==> src/rtl/flash_id_pkg.sv <==
package flash_id_pkg;
    localparam logic [7:0] RDID_OPCODE = 8'h9F;
    localparam logic [7:0] FILL_BYTE   = 8'h00;
    localparam int         ID_LEN      = 3;

    typedef enum logic [1:0] {
        ST_IDLE,
        ST_OPCODE,
        ST_IDREAD,
        ST_FINISH
    } probe_state_e;
endpackage

==> src/rtl/flash_id_seq.sv <==
module flash_id_seq
    import flash_id_pkg::*;
#(
    parameter  int ID_LEN_P = ID_LEN,
    localparam int IDX_W    = (ID_LEN_P > 1) ? $clog2(ID_LEN_P) : 1
) (
    input  logic             clk,
    input  logic             rst_n,
    input  logic             start_i,
    input  logic             byte_done_i,
    output logic             cs_n_o,
    output logic [7:0]       tx_byte_o,
    output logic             done_o,
    output logic             accept_o,
    output logic             cap_en_o,
    output logic [IDX_W-1:0] cap_idx_o,
    output logic             cap_last_o
);
    probe_state_e     state_q, state_d;
    logic [IDX_W-1:0] idx_q;

    // strobe bookkeeping toward the capture bank
    assign accept_o   = (state_q == ST_IDLE) && start_i;
    assign cap_en_o   = (state_q == ST_IDREAD) && byte_done_i;
    assign cap_idx_o  = idx_q;
    assign cap_last_o = cap_en_o && (idx_q == IDX_W'(ID_LEN_P - 1));

    // next-state decision
    always_comb begin
        state_d = state_q;
        unique case (state_q)
            ST_IDLE:   if (start_i)     state_d = ST_OPCODE;
            ST_OPCODE: if (byte_done_i) state_d = ST_IDREAD;
            ST_IDREAD: if (cap_last_o)  state_d = ST_FINISH;
            ST_FINISH:                  state_d = ST_IDLE;
        endcase
    end

    // state register
    always_ff @(posedge clk or negedge rst_n) begin
        if (!rst_n) state_q <= ST_IDLE;
        else        state_q <= state_d;
    end

    // identity byte index
    always_ff @(posedge clk or negedge rst_n) begin
        if (!rst_n)         idx_q <= '0;
        else if (accept_o)  idx_q <= '0;
        else if (cap_en_o)  idx_q <= cap_last_o ? '0 : idx_q + 1'b1;
    end

    // outputs decoded from state
    always_comb begin
        cs_n_o    = 1'b1;
        tx_byte_o = FILL_BYTE;
        done_o    = 1'b0;
        unique case (state_q)
            ST_IDLE:   ;
            ST_OPCODE: begin cs_n_o = 1'b0; tx_byte_o = RDID_OPCODE; end
            ST_IDREAD: cs_n_o = 1'b0;
            ST_FINISH: done_o = 1'b1;
        endcase
    end
endmodule

==> src/rtl/flash_id_capture.sv <==
module flash_id_capture
    import flash_id_pkg::*;
#(
    parameter  logic [7:0] EXP_MFR  = 8'h20,
    parameter  logic [7:0] EXP_TYPE = 8'h20,
    parameter  logic [7:0] EXP_CAP  = 8'h15,
    localparam int         IDX_W    = $clog2(ID_LEN)
) (
    input  logic                   clk,
    input  logic                   rst_n,
    input  logic                   clear_i,
    input  logic                   cap_en_i,
    input  logic [IDX_W-1:0]       cap_idx_i,
    input  logic                   cap_last_i,
    input  logic [7:0]             rx_byte_i,
    output logic [ID_LEN-1:0][7:0] id_o,
    output logic                   pass_o
);
    localparam logic [ID_LEN-1:0][7:0] EXP_VEC = {EXP_CAP, EXP_TYPE, EXP_MFR};

    logic [ID_LEN-1:0] slot_hit;

    for (genvar g = 0; g < ID_LEN; g++) begin : g_slot
        logic [7:0] slot_q;

        always_ff @(posedge clk or negedge rst_n) begin
            if (!rst_n)                                    slot_q <= '0;
            else if (clear_i)                              slot_q <= '0;
            else if (cap_en_i && cap_idx_i == IDX_W'(g))   slot_q <= rx_byte_i;
        end

        assign id_o[g] = slot_q;

        // last slot is compared straight from the incoming byte
        if (g == ID_LEN - 1) begin : g_tail
            assign slot_hit[g] = (rx_byte_i == EXP_VEC[g]);
        end else begin : g_body
            assign slot_hit[g] = (slot_q == EXP_VEC[g]);
        end
    end

    always_ff @(posedge clk or negedge rst_n) begin
        if (!rst_n)          pass_o <= 1'b0;
        else if (clear_i)    pass_o <= 1'b0;
        else if (cap_last_i) pass_o <= &slot_hit;
    end
endmodule

==> src/rtl/flash_id_probe.sv <==
module flash_id_probe
    import flash_id_pkg::*;
#(
    parameter logic [7:0] EXP_MFR  = 8'h20,
    parameter logic [7:0] EXP_TYPE = 8'h20,
    parameter logic [7:0] EXP_CAP  = 8'h15
) (
    input  logic       clk,
    input  logic       rst_n,
    input  logic       start_i,
    input  logic       byte_done_i,
    input  logic [7:0] rx_byte_i,
    output logic [7:0] tx_byte_o,
    output logic       cs_n_o,
    output logic       done_o,
    output logic       pass_o,
    output logic [7:0] id_mfr_o,
    output logic [7:0] id_type_o,
    output logic [7:0] id_cap_o
);
    localparam int IDX_W = $clog2(ID_LEN);

    logic                   accept;
    logic                   cap_en;
    logic                   cap_last;
    logic [IDX_W-1:0]       cap_idx;
    logic [ID_LEN-1:0][7:0] id_bank;

    flash_id_seq #(.ID_LEN_P(ID_LEN)) u_seq (
        .clk         (clk),
        .rst_n       (rst_n),
        .start_i     (start_i),
        .byte_done_i (byte_done_i),
        .cs_n_o      (cs_n_o),
        .tx_byte_o   (tx_byte_o),
        .done_o      (done_o),
        .accept_o    (accept),
        .cap_en_o    (cap_en),
        .cap_idx_o   (cap_idx),
        .cap_last_o  (cap_last)
    );

    flash_id_capture #(
        .EXP_MFR  (EXP_MFR),
        .EXP_TYPE (EXP_TYPE),
        .EXP_CAP  (EXP_CAP)
    ) u_cap (
        .clk        (clk),
        .rst_n      (rst_n),
        .clear_i    (accept),
        .cap_en_i   (cap_en),
        .cap_idx_i  (cap_idx),
        .cap_last_i (cap_last),
        .rx_byte_i  (rx_byte_i),
        .id_o       (id_bank),
        .pass_o     (pass_o)
    );

    assign id_mfr_o  = id_bank[0];
    assign id_type_o = id_bank[1];
    assign id_cap_o  = id_bank[2];
endmodule

==> config.mk <==
export PLATFORM = sky130hd
export DESIGN_NAME = flash_id_probe
export DESIGN_NICKNAME = d
export VERILOG_FILES = /design/src/rtl/flash_id_pkg.sv /design/src/rtl/flash_id_seq.sv /design/src/rtl/flash_id_capture.sv /design/src/rtl/flash_id_probe.sv
export SDC_FILE = /design/constraint.sdc
export NUM_CORES = 1
export LEC_CHECK = 0
export ABC_AREA = 1
export BUFFER_PORTS_ARGS = -buffer_cell sky130_fd_sc_hd__buf_2
export CORE_ASPECT_RATIO = 1.1
export CORE_MARGIN = 10
export CORE_UTILIZATION = 50
export CTS_CLUSTER_DIAMETER = 30
export CTS_CLUSTER_SIZE = 10
export DETAILED_ROUTE_END_ITERATION = 12
export GPL_TIMING_DRIVEN = 1
export MAX_ROUTING_LAYER = met4
export PLACE_DENSITY = 0.8
export REMOVE_ABC_BUFFERS = 1
export SYNTH_ARGS = -nofsm -noshare
export SYNTH_HDL_FRONTEND = slang
export SYNTH_SLANG_ARGS = --single-unit
==> constraint.sdc <==
create_clock -name clk -period 2.2 [get_ports clk]
set_input_delay 0.66 -clock clk [delete_from_list [all_inputs] [get_ports clk]]
set_output_delay 0.66 -clock clk [all_outputs]
set_load 0.05 [all_outputs]
==> summary.txt <==
Global route
  • GR Overflow Total: 0
  • Grt met1 use: ~15%
  • M3 GR Usage: about 5.3%
  • Global route hottest layer: met2
  • First-pass GRT wire length: 5590 um
  • Initial antenna violation count: 0
  • Global routing usage on met2: between 10% and 20%
  • Largest net degree at the start of global routing: 30
  • Total GRT Usage: 13.0%
  • Vias in the first global route: between 1k and 1.5k

Worst setup path
  • Crit Path Class: reg2out
  • Req. time, crit path: around 1500 ps
  • CP Max Fanout: 4
  • WP data arrival: around 1400 ps
  • Crit path launch type: flop
  • Critical Path Sink Type: output port

Detailed routing
  • Vias per cell: between 4 and 5
  • Routed WL per cell: roughly 14 um
  • Detail Route Antenna Nets: 0
  • Residual DRC: 0
  • Drt pass-1 iters: 4
  • Initial DRC count: about 110
  • Via count: 1147
  • Final WL: between 3000 and 4000 um

Floorplan
  • Die Y: between 70 and 80 um
  • Initial Utilization: about half
  • Core Footprint: 2750 um2
  • Row cnt: 20
  • Die area: between 5000 and 6000 um2
  • Die Span X: between 70 and 80 um
  • I/O pin total: 47

Final layout
  • Nets@finish: about 220
  • Final Non-Filler Cells: roughly 240
  • Commonest cells after routing, fill and taps aside: buf_2, inv_1, nand2_1, dfrtp_1, o22ai_1
  • Syn-to-layout area delta: 18.9%
  • Commonest non-fill, non-tap cell in the layout: buf_2
  • Diode count: 0
  • Layout cells sized above 1: 32.0%

Place
  • Gpl congestion: just under 0.8
  • DP Worst Slack: 471 ps
  • IO Port Bufs: 44
  • Final HPWL DP: ~2600 um
  • Inst Count DP: roughly 230

Outcome
  • Status: finished, final reports clean

Yosys
  • Yosys top cell area share: about half
  • Synth Area in Simple Gates: about a fifth
  • Sequential element share of the synthesized area: between 50% and 60%
  • Combinational family with the most area after synthesis: simple AND/OR/NAND/NOR gates
  • Warnings from Yosys: 0
  • Post-synthesis cell count: roughly 160
  • Synth unique cells: 25
  • Compound-Gate Fraction of Synth Area: ~12%
  • Adder-Cell Fraction of Synth Area: around 3.5%
  • Synthesized area per cell: between 9 and 10 um2
  • Synth Area in XOR/XNOR: 0%
  • Post-synthesis mux area share: 0%
  • Synthesized flop and latch total: 29
  • Largest cells by area after synthesis: dfrtp_1, inv_1, nand2_1, o22ai_1, buf_4
  • Synth area leader: dfrtp_1
  • Synthesized cell area: about 1400 um2

STA
  • TNS Setup: 0 ps
  • Crit path time final: ~2100 ps
  • Final worst-path cycle share: 94.2%
  • Final WS setup: 127 ps
  • Max Slew Vio Count: 0
  • Worst slew pin tran: around 630 ps
  • # setup viols final: 0
  • RSZ-0062 raised after global routing: no
  • Final hold violation count: 0
  • Fmax achieved: 0.482 GHz
  • Slew headroom: roughly 58%
  • Clock Skew: between 10 and 15 ps

Clock tree
  • CTS tree: done
  • Worst-Skew Late Latency: between 300 and 400 ps
  • Longest Clk Path Bufs: 2
  • Setup Buffers After CTS: 0
  • H-tree depth: 2
  • CTS Buf Count: 5
  • Root buf cell: clkbuf_4
  • CTS Sinks: 29
  • CTS clock-pin slew for the worst setup and hold paths: ~90 ps
  • Post-cts hold buffer count: 0
  • Post-CTS Resized: 0

Pwr
  • LEAKAGE: 0.959 nW
  • Power per Cell Area: between 1500 and 2000 nW/um2
  • Peak VDD IR: ~1.8 mV

Flow run
  • MaxCap Viol Count: 0

Min path
  • Path type of the worst min-delay path: in2async
==> logic make-up (layout without fill, tap and decap cells) <==
| family | after synthesis | in the layout |
|---|---|---|
| compound gates | 28 | 28 |
| simple gates | 55 | 55 |
| fa+ha+maj | 4 | 4 |
| buf+inv | 41 | 85 |
| other cells | 1 | 2 |
| flops | 29 | 29 |
==> cell usage after synthesis (all sizes together) <==
library cell / n
nand2: 33
inv: 32
dfrtp: 29
o22ai: 16
nor2: 12
o21ai: 11
nand3: 8
buf: 7
ha: 4
clkinv: 2
a21oi: 1
conb: 1
nand4: 1
or2: 1
==> state kept, by name, summed over array words and instances (netlist names) <==
| signal | count |
|---|---|
| u_seq.cap_idx_o | 2 |
| u_cap.pass_o | 1 |
| u_cap.g_slot.slot_q | 24 |
| u_seq.state_q | 2 |
==> layout make-up <==
type | instances | area, um2
clock buffer | 7 | 55.1
tap | 33 | 41.3
multi-input combinational | 89 | 515
inverter | 34 | 136
fill | 266 | 1060
sequential | 29 | 726
timing repair buffer | 44 | 223
==> through the flow <==
stage / hold slack, ps / power [W] / utilization [%] / cell area, um2
floorplan: 364 / 0.00212 / - / 1380
global placement: 459 / 0.00247 / 59.5 / 1640
detailed placement: 458 / 0.00249 / 59.5 / 1640
CTS: 355 / 0.00282 / 61.5 / 1690
global route: 370 / 0.00299 / 61.6 / 1700
finish: 331 / 0.00281 / 61.6 / 1700
==> critical path: stages (launching register included) <==
cell and delay [ps]:
dfrtp_1 410, inv_1 90, ha_1 310, inv_1 60
clkbuf_4 220
==> power breakdown <==
part | switching [W] | internal, W | leakage [nW]
clock | 0.000180 | 0.000150 | 0.0314
sequential | 0.000120 | 0.000695 | 0.393
combinational | 0.00128 | 0.000387 | 0.535
total | 0.00158 | 0.00123 | 0.959
==> per-layer routing <==
layer | wire (um) | part of all wire, %
met5 | 0 | 0
met4 | 57 | 1.7
met3 | 316 | 9.2
met2 | 1590 | 46
met1 | 1460 | 43
==> path summary, 6_finish.rpt <==
check | start | endpoint | slack (ps) | cells past startpoint
min in group clk | u_cap.g_slot[2].slot_q[2]$_DFFE_PN0P_ | u_cap.g_slot[2].slot_q[2]$_DFFE_PN0P_ | 470 | 2
min reg2reg | u_cap.g_slot[2].slot_q[2]$_DFFE_PN0P_ | u_cap.g_slot[2].slot_q[2]$_DFFE_PN0P_ | 470 | 2
max in group asynchronous | rst_n | u_cap.g_slot[0].slot_q[2]$_DFFE_PN0P_ | 1450 | 1
max | u_seq.state_q[0]$_DFFE_PN0P_ | cs_n_o | 130 | 4
max reg2reg | u_seq.state_q[0]$_DFFE_PN0P_ | u_cap.g_slot[0].slot_q[2]$_DFFE_PN0P_ | 670 | 7
min | rst_n | u_cap.g_slot[2].slot_q[0]$_DFFE_PN0P_ | 330 | 1
(Power assumes the default switching activity.)
